[src/rtl/mdio_pkg.sv]
package mdio_pkg;
  localparam int unsigned ADDR_W   = 5;
  localparam int unsigned DATA_W   = 16;
  // start(2) + op(2) + phy(5) + reg(5) + turnaround(2) + data(16)
  localparam int unsigned BODY_W   = 4 + 2*ADDR_W + 2 + DATA_W;

  typedef enum logic {
    OP_WRITE = 1'b0,
    OP_READ  = 1'b1
  } mdio_op_e;

  function automatic int unsigned slot_w(int unsigned pre_len);
    return $clog2(pre_len + BODY_W + 2);
  endfunction
endpackage

[src/rtl/mdc_timer.sv]
module mdc_timer #(
  parameter int unsigned HALF_DIV = 50
) (
  input  logic clk,
  input  logic rst_n,
  input  logic run_i,
  output logic half_end_o
);
  localparam int unsigned CW = (HALF_DIV > 1) ? $clog2(HALF_DIV) : 1;
  localparam logic [CW-1:0] CNT_LAST = CW'(HALF_DIV - 1);

  logic [CW-1:0] cnt_q, cnt_d;
  logic          cnt_en;

  always_comb begin
    cnt_en = 1'b1;
    if (!run_i)                 cnt_d = '0;
    else if (cnt_q == CNT_LAST) cnt_d = '0;
    else                        cnt_d = cnt_q + 1'b1;
  end

  always_ff @(posedge clk or negedge rst_n) begin
    if (!rst_n)      cnt_q <= '0;
    else if (cnt_en) cnt_q <= cnt_d;
  end

  assign half_end_o = run_i && (cnt_q == CNT_LAST);

  // a half period never ends twice in a row unless it is one clock long
  p_half_gap_r13: assert property (@(posedge clk) disable iff (!rst_n)
    (half_end_o && run_i && (HALF_DIV > 1)) |=> !half_end_o);
endmodule

[src/rtl/mdio_seq.sv]
module mdio_seq
  import mdio_pkg::*;
#(
  parameter int unsigned PRE_LEN = 40,
  localparam int unsigned SW     = slot_w(PRE_LEN)
) (
  input  logic          clk,
  input  logic          rst_n,
  input  logic          start_i,
  input  logic          rd_nwr_i,
  input  logic          half_end_i,
  output logic          accept_o,
  output logic          busy_o,
  output logic          done_o,
  output logic          mdc_o,
  output logic          rd_op_o,
  output logic [SW-1:0] slot_o,
  output logic          slot_end_o
);
  localparam logic [SW-1:0] RD_LAST = SW'(PRE_LEN + BODY_W - 1);
  localparam logic [SW-1:0] WR_LAST = SW'(PRE_LEN + BODY_W);

  logic          busy_q, busy_d;
  logic          ph_q, ph_d;
  logic          done_q, done_d;
  mdio_op_e      op_q, op_d;
  logic [SW-1:0] slot_q, slot_d;
  logic [SW-1:0] last_slot;
  logic          accept;

  assign accept    = start_i && !busy_q;
  assign last_slot = (op_q == OP_READ) ? RD_LAST : WR_LAST;

  always_comb begin
    busy_d = busy_q;
    ph_d   = ph_q;
    slot_d = slot_q;
    op_d   = op_q;
    done_d = 1'b0;
    if (accept) begin
      busy_d = 1'b1;
      ph_d   = 1'b0;
      slot_d = '0;
      op_d   = mdio_op_e'(rd_nwr_i);
    end else if (busy_q && half_end_i) begin
      if (!ph_q) begin
        ph_d = 1'b1;
      end else begin
        ph_d = 1'b0;
        if (slot_q == last_slot) begin
          busy_d = 1'b0;
          done_d = 1'b1;
        end else begin
          slot_d = slot_q + 1'b1;
        end
      end
    end
  end

  always_ff @(posedge clk or negedge rst_n) begin
    if (!rst_n) begin
      busy_q <= 1'b0;
      ph_q   <= 1'b0;
      done_q <= 1'b0;
      op_q   <= OP_WRITE;
      slot_q <= '0;
    end else begin
      busy_q <= busy_d;
      ph_q   <= ph_d;
      done_q <= done_d;
      op_q   <= op_d;
      slot_q <= slot_d;
    end
  end

  assign accept_o   = accept;
  assign busy_o     = busy_q;
  assign done_o     = done_q;
  assign mdc_o      = ph_q;
  assign rd_op_o    = (op_q == OP_READ);
  assign slot_o     = slot_q;
  assign slot_end_o = busy_q && half_end_i && ph_q;

  // clock rests low while idle
  p_mdc_idle_r1: assert property (@(posedge clk) disable iff (!rst_n)
    !busy_q |-> !ph_q);
  // completion is a single-cycle pulse
  p_done_pulse_r10: assert property (@(posedge clk) disable iff (!rst_n)
    done_q |=> !done_q);
  // busy already low when done shows
  p_done_idle_r10: assert property (@(posedge clk) disable iff (!rst_n)
    done_q |-> !busy_q);
  // busy only rises after a start request
  p_busy_from_start_r11: assert property (@(posedge clk) disable iff (!rst_n)
    $rose(busy_q) |-> $past(start_i));
  // a start while busy leaves slot and phase untouched
  p_no_restart_r11: assert property (@(posedge clk) disable iff (!rst_n)
    (busy_q && start_i && !half_end_i) |=> (slot_q == $past(slot_q)) && (ph_q == $past(ph_q)));
endmodule

[src/rtl/mdio_shifter.sv]
module mdio_shifter
  import mdio_pkg::*;
#(
  parameter int unsigned PRE_LEN = 40,
  localparam int unsigned SW     = slot_w(PRE_LEN)
) (
  input  logic              clk,
  input  logic              rst_n,
  input  logic              accept_i,
  input  logic              rd_nwr_i,
  input  logic [ADDR_W-1:0] phy_i,
  input  logic [ADDR_W-1:0] reg_i,
  input  logic [DATA_W-1:0] wdata_i,
  input  logic              rd_op_i,
  input  logic              busy_i,
  input  logic              done_i,
  input  logic              mdc_i,
  input  logic [SW-1:0]     slot_i,
  input  logic              slot_end_i,
  input  logic              mdio_i,
  output logic              mdio_o,
  output logic              mdio_oe_o,
  output logic [DATA_W-1:0] rd_data_o
);
  localparam logic [SW-1:0] PRE_END  = SW'(PRE_LEN);
  localparam logic [SW-1:0] RD_REL   = SW'(PRE_LEN + 4 + 2*ADDR_W);
  localparam logic [SW-1:0] RD_FIRST = SW'(PRE_LEN + 4 + 2*ADDR_W + 1);
  localparam logic [SW-1:0] RD_LASTD = SW'(PRE_LEN + 4 + 2*ADDR_W + DATA_W);
  localparam logic [SW-1:0] RD_LAST  = SW'(PRE_LEN + BODY_W - 1);
  localparam logic [SW-1:0] WR_REL   = SW'(PRE_LEN + BODY_W);

  logic [BODY_W-1:0] tx_q, tx_d;
  logic              tx_en;
  logic [DATA_W-1:0] cap_q, cap_d;
  logic              cap_en;
  logic [DATA_W-1:0] rd_q;
  logic              rd_en;
  logic              in_body, drive;

  assign in_body = (slot_i >= PRE_END);

  always_comb begin
    tx_en = accept_i || (slot_end_i && in_body);
    if (accept_i)
      tx_d = {2'b01, (rd_nwr_i ? 2'b10 : 2'b01), phy_i, reg_i, 2'b10, wdata_i};
    else
      tx_d = {tx_q[BODY_W-2:0], 1'b0};
  end

  assign cap_en = slot_end_i && rd_op_i && (slot_i >= RD_FIRST) && (slot_i <= RD_LASTD);
  assign cap_d  = {cap_q[DATA_W-2:0], mdio_i};
  assign rd_en  = slot_end_i && rd_op_i && (slot_i == RD_LAST);

  always_ff @(posedge clk or negedge rst_n) begin
    if (!rst_n) begin
      tx_q  <= '0;
      cap_q <= '0;
      rd_q  <= '0;
    end else begin
      if (tx_en)  tx_q  <= tx_d;
      if (cap_en) cap_q <= cap_d;
      if (rd_en)  rd_q  <= cap_q;
    end
  end

  assign drive     = busy_i && (slot_i < (rd_op_i ? RD_REL : WR_REL));
  assign mdio_oe_o = drive;
  assign mdio_o    = drive && (in_body ? tx_q[BODY_W-1] : 1'b1);
  assign rd_data_o = rd_q;

  // line held steady through the high half of the clock
  p_hold_high_r5: assert property (@(posedge clk) disable iff (!rst_n)
    (mdc_i && $past(mdc_i)) |-> ($stable(mdio_o) && $stable(mdio_oe_o)));
  // read frame keeps the line released from the turnaround on
  p_release_read_r6: assert property (@(posedge clk) disable iff (!rst_n)
    (busy_i && rd_op_i && (slot_i >= RD_REL)) |-> !mdio_oe_o);
  // read data only moves in the completion cycle
  p_rd_hold_r12: assert property (@(posedge clk) disable iff (!rst_n)
    !done_i |-> $stable(rd_q));
  // never driving while idle
  p_idle_release_r1: assert property (@(posedge clk) disable iff (!rst_n)
    !busy_i |-> !mdio_oe_o);
endmodule

[src/rtl/mdio_master.sv]
module mdio_master
  import mdio_pkg::*;
#(
  parameter int unsigned HALF_DIV = 50,
  parameter int unsigned PRE_LEN  = 40
) (
  input  logic        clk,
  input  logic        rst_n,
  input  logic        start_i,
  input  logic        rd_nwr_i,
  input  logic [4:0]  phy_addr_i,
  input  logic [4:0]  reg_addr_i,
  input  logic [15:0] wr_data_i,
  output logic [15:0] rd_data_o,
  output logic        busy_o,
  output logic        done_o,
  output logic        mdc_o,
  output logic        mdio_o,
  output logic        mdio_oe_o,
  input  logic        mdio_i
);
  localparam int unsigned SW = slot_w(PRE_LEN);

  logic          half_end, accept, busy, done, mdc, rd_op, slot_end;
  logic [SW-1:0] slot;

  mdc_timer #(.HALF_DIV(HALF_DIV)) u_timer (
    .clk        (clk),
    .rst_n      (rst_n),
    .run_i      (busy),
    .half_end_o (half_end)
  );

  mdio_seq #(.PRE_LEN(PRE_LEN)) u_seq (
    .clk        (clk),
    .rst_n      (rst_n),
    .start_i    (start_i),
    .rd_nwr_i   (rd_nwr_i),
    .half_end_i (half_end),
    .accept_o   (accept),
    .busy_o     (busy),
    .done_o     (done),
    .mdc_o      (mdc),
    .rd_op_o    (rd_op),
    .slot_o     (slot),
    .slot_end_o (slot_end)
  );

  mdio_shifter #(.PRE_LEN(PRE_LEN)) u_shift (
    .clk        (clk),
    .rst_n      (rst_n),
    .accept_i   (accept),
    .rd_nwr_i   (rd_nwr_i),
    .phy_i      (phy_addr_i),
    .reg_i      (reg_addr_i),
    .wdata_i    (wr_data_i),
    .rd_op_i    (rd_op),
    .busy_i     (busy),
    .done_i     (done),
    .mdc_i      (mdc),
    .slot_i     (slot),
    .slot_end_i (slot_end),
    .mdio_i     (mdio_i),
    .mdio_o     (mdio_o),
    .mdio_oe_o  (mdio_oe_o),
    .rd_data_o  (rd_data_o)
  );

  assign busy_o = busy;
  assign done_o = done;
  assign mdc_o  = mdc;
endmodule

[config.mk]
export PLATFORM = sky130hd
export DESIGN_NAME = mdio_master
export DESIGN_NICKNAME = d
export VERILOG_FILES = /design/src/rtl/mdio_pkg.sv /design/src/rtl/mdc_timer.sv /design/src/rtl/mdio_seq.sv /design/src/rtl/mdio_shifter.sv /design/src/rtl/mdio_master.sv
export SDC_FILE = /design/constraint.sdc
export NUM_CORES = 1
export LEC_CHECK = 0
export ABC_CLOCK_PERIOD_IN_PS = 2000
export BUFFER_PORTS_ARGS = -buffer_cell sky130_fd_sc_hd__buf_2
export CORE_AREA = 10 10 110 87
export CTS_CLUSTER_DIAMETER = 50
export DETAILED_ROUTE_END_ITERATION = 8
export DIE_AREA = 0 0 120 97
export GPL_TIMING_DRIVEN = 0
export PLACE_DENSITY_LB_ADDON = 0.3
export REMOVE_ABC_BUFFERS = 1
export SYNTH_ARGS = -nofsm -noshare
export SYNTH_HDL_FRONTEND = slang
export SYNTH_SLANG_ARGS = --single-unit
[constraint.sdc]
create_clock -name clk -period 2 [get_ports clk]
set_input_delay 0.4 -clock clk [delete_from_list [all_inputs] [get_ports clk]]
set_output_delay 0.4 -clock clk [all_outputs]
set_load 0.005 [all_outputs]
==> results.py <==
metrics = {
    "synth": {
        "synth_edf_count": 0,
        "syn_inst": 294,
        "netlist.area_leader.share_pct": 55.6,
        "synthTopCellsByArea": "dfrtp_1 (56%), mux2_2 (7.1%), a22o_1 (6.0%), a21o_1 (4.9%), mux2_4 (4.1%)",
        "avgSynthCellArea_um2": 12.4,
        "yosys-top-cells-count": "dfrtp_1 (81), a22o_1 (25), a21o_1 (24)",
        "ys_seq_elements": 81,
        "ys_types": 42,
        "seq_area_frac_synth_pct": 55.6,
        "yosysTopAreaCell": "dfrtp_1",
        "async_reset_ff_share_pct": 100,
        "synth_ff_type": "dfrtp_1",
        "netlist_area_um2": 3640,
        "synth.most_common_cell": "dfrtp_1",
        "yosysWarnings": 0,
    },
    "worst_hold_path": {
        "min-delay-start": "rd_nwr_i",
        "hold_path_class": "in2reg",
    },
    "layout": {
        "area_delta_synth_final_pct": 24.5,
        "fillCellCount": 593,
        "regArea_um2": 2040,
        "final_nets": 400,
        "multi_input_area_um2": 1680,
        "n_antenna_cell": 0,
        "drive_gt1_share_pct": 42.0,
        "utilization_pct": 61.9,
    },
    "sta": {
        "grt_setup_unrepaired": "true",
        "fin_ws_ps": -111,
        "hold_violations": 0,
        "clock_skew_ps": 8.62,
        "finalSetupTns_ps": -366,
        "period_needed_ps": 2110,
        "slew_viol_final": 0,
        "timing.fmax_mhz": 474,
        "post-route-period-util_pct": 106,
        "whs_ps": 247,
        "finalSetupViolCount": 13,
        "relSlewSlack_pct": 49.9,
        "tightestPinTransition_ps": 749,
    },
    "drt": {
        "drt_iter0_drc": 111,
        "routed-via-count": 2540,
        "post_drt_via_cell_ratio": 5.46,
        "wl_per_cell_um": 16.2,
        "wirelength_mm": 7.51,
        "drtAntennaViolNets": 0,
        "drc": 0,
        "first_pass_iters": 4,
    },
    "pwr": {
        "ir_drop_uv": 370,
        "p_per_area_nw_per_um2": 653,
        "leakagePower_nw": 2.32,
        "netSwitchingPower_w": 0.000693,
        "combPwrFrac_pct": 5.1,
        "power_w": 0.00296,
        "pwr-share-seq_pct": 57.0,
        "p_sw_share_pct": 23.4,
        "clkPwrFrac_pct": 37.9,
        "internal_power_w": 0.00227,
    },
    "clocking": {
        "cts.sinks": 81,
        "cts_tree": "built",
        "cts_buffer_depth": 2,
        "htree_levels": 3,
        "clk_pin_slew_worst_paths_ps": 80,
        "cts-root-buf": "clkbuf_8",
        "worst_skew_pair.late_latency_ps": 360,
        "cts_buffers": 9,
    },
    "worst_setup_path": {
        "endpoint": "mdio_oe_o",
        "crit_slowest_cell": "dfrtp_2",
        "critPathArrivalTime_ps": 1710,
        "rrSetupSlack_ps": -20,
        "worstSetupStartpoint": "u_seq.rd_op_o",
        "startpoint_type": "register",
        "r2r_cells": 3,
        "path_max_fanout": 3,
        "worstSetupEndpointType": "primary output",
        "worstReg2RegStart": "u_seq.slot_o[4]",
        "critPathMaxStageDelay_ps": 400,
        "criticalPathCategory": "reg2out",
        "path_common_cell": "buf_4",
        "reg2reg_to": "u_shift.rd_data_o[14]",
        "required_ps": 1600,
        "worstPathCellList": "inv_4, buf_4, buf_4, ha_4, nand2_2, a21oi_2, nor2_1, buf_2",
    },
    "placed_design": {
        "routabilityCongestion": 0.812,
        "port_buffers": 51,
        "hpwlAfterDp_mm": 4.85,
    },
    "floorplan": {
        "rows": 27,
        "die_w_um": 120,
        "fp.dieH_um": 97,
        "initial_utilization_pct": 49.7,
        "die-area_um2": 11600,
        "core-area_um2": 7330,
        "ios": 52,
    },
    "global_routing": {
        "grt_max_degree": 71,
        "grt_pass1_wl_mm": 12.0,
        "grt-ovfl-total": 0,
        "grt_antenna_before_repair": 1,
        "grt_usage_pct": 12.4,
        "grt_pass1_vias": 2603,
    },
    "run_status": {
        "violations": "setup timing",
        "status": "complete, but fails checks",
    },
    "flow_run": {
        "drv_cap": 0,
    },
}
how the worst min path moves through the flow:
stage	end	slack, ps	cells past startpoint
global placement	u_shift.tx_q[25]	460	1
detailed placement	u_shift.rd_data_o[14]	250	1
global route	u_shift.tx_q[0]	240	3
floorplan	u_seq.busy_o	100	0
finish	u_shift.tx_q[28]	250	2
CTS	u_shift.tx_q[28]	230	2
kinds of logic after synthesis:
family                     Yosys count  share of synthesized area [%]
AOI/OAI and AO/OA                   76                           15.7
buffers and inverters               22                           3.09
xor gates and xnor gates             6                           1.44
muxes                               37                           12.3
adders and majority gates           10                           3.43
and+or+nand+nor                     62                           8.38
DFF                                 81                           55.6
worst max-delay path: cells and delay by family, from the launching register on:
family | cells | cell delay (ps)
buffers and inverters | 4 | 450
DFF | 1 | 400
and+or+nand+nor | 2 | 110
adders and majority gates | 1 | 260
AOI/OAI and AO/OA | 1 | 150
what timing repair did:
action | CTS | global route
pin swaps | 7 | 7
hold buffers | 1 | 0
endpoints found under the setup margin | 66 | 59
buffers inserted | 6 | 8
resized for setup | 19 | 20
hold endpoints to repair | 11 | 0
gates cloned | 0 | 1
cells in the final DEF (no fill, tap or decap), types with 3 or more instances in the layout:
master	instances
mux2_2	23
nand2_1	18
clkinvlp_4	4
xor2_1	3
a31oi_1	3
nor2_1	14
buf_16	3
clkbuf_8	11
mux2i_1	4
buf_4	12
nand3_1	6
ha_1	3
dfrtp_1	74
a22o_1	25
buf_2	50
inv_1	3
dfrtp_2	7
nand4_1	3
a21o_1	24
xnor2_1	3
o21ai_0	9
mux2_4	10
ha_4	6
metrics by stage:
stage	setup WS [ps]	instances	instance area [um2]
final	-111	465	4540
after global routing	-190	465	4540
after CTS	-176	456	4370
after detailed placement	-396	433	4040
after global placement	-4170	430	3940
after floorplan	-2430	278	3550
area by class of cell:
type | count | area share, %
multi-input cells | 192 | 37.1
inverters | 6 | 0.552
clock buffers | 11 | 3.34
flip-flops and latches | 81 | 44.9
repair buffers | 69 | 10.5
clock inverters | 5 | 0.855
well taps | 101 | 2.79
per-layer routing:
metal  GRT usage (%)  share of wire [%]  vias up
li1                -                  -     1203
met1            14.8                 45     1259
met2            19.1                 47       59
met3            5.21                6.4       17
met4            4.96                1.5        2
met5               0               0.15        -
power by group through the flow:
stage	Combinational, W	Clock [W]	Sequential (W)
2_1_floorplan	0.0000425	0	0.00171
3_3_place_gp	0.000112	0	0.00172
3_5_place_dp	0.000125	0	0.00172
4_1_cts	0.000143	0.00117	0.00169
5_1_grt	0.000172	0.00124	0.00169
6_report	0.000151	0.00112	0.00169
flip-flops by register name, summed over array words and instances, names as in the netlist, 6 cells and up:
signal             flops
u_shift.tx_q          32
u_shift.cap_q         16
u_shift.rd_data_o     16
u_seq.slot_o           7
u_timer.cnt_q          6
No activity file was read; power rests on OpenSTA's default activity.
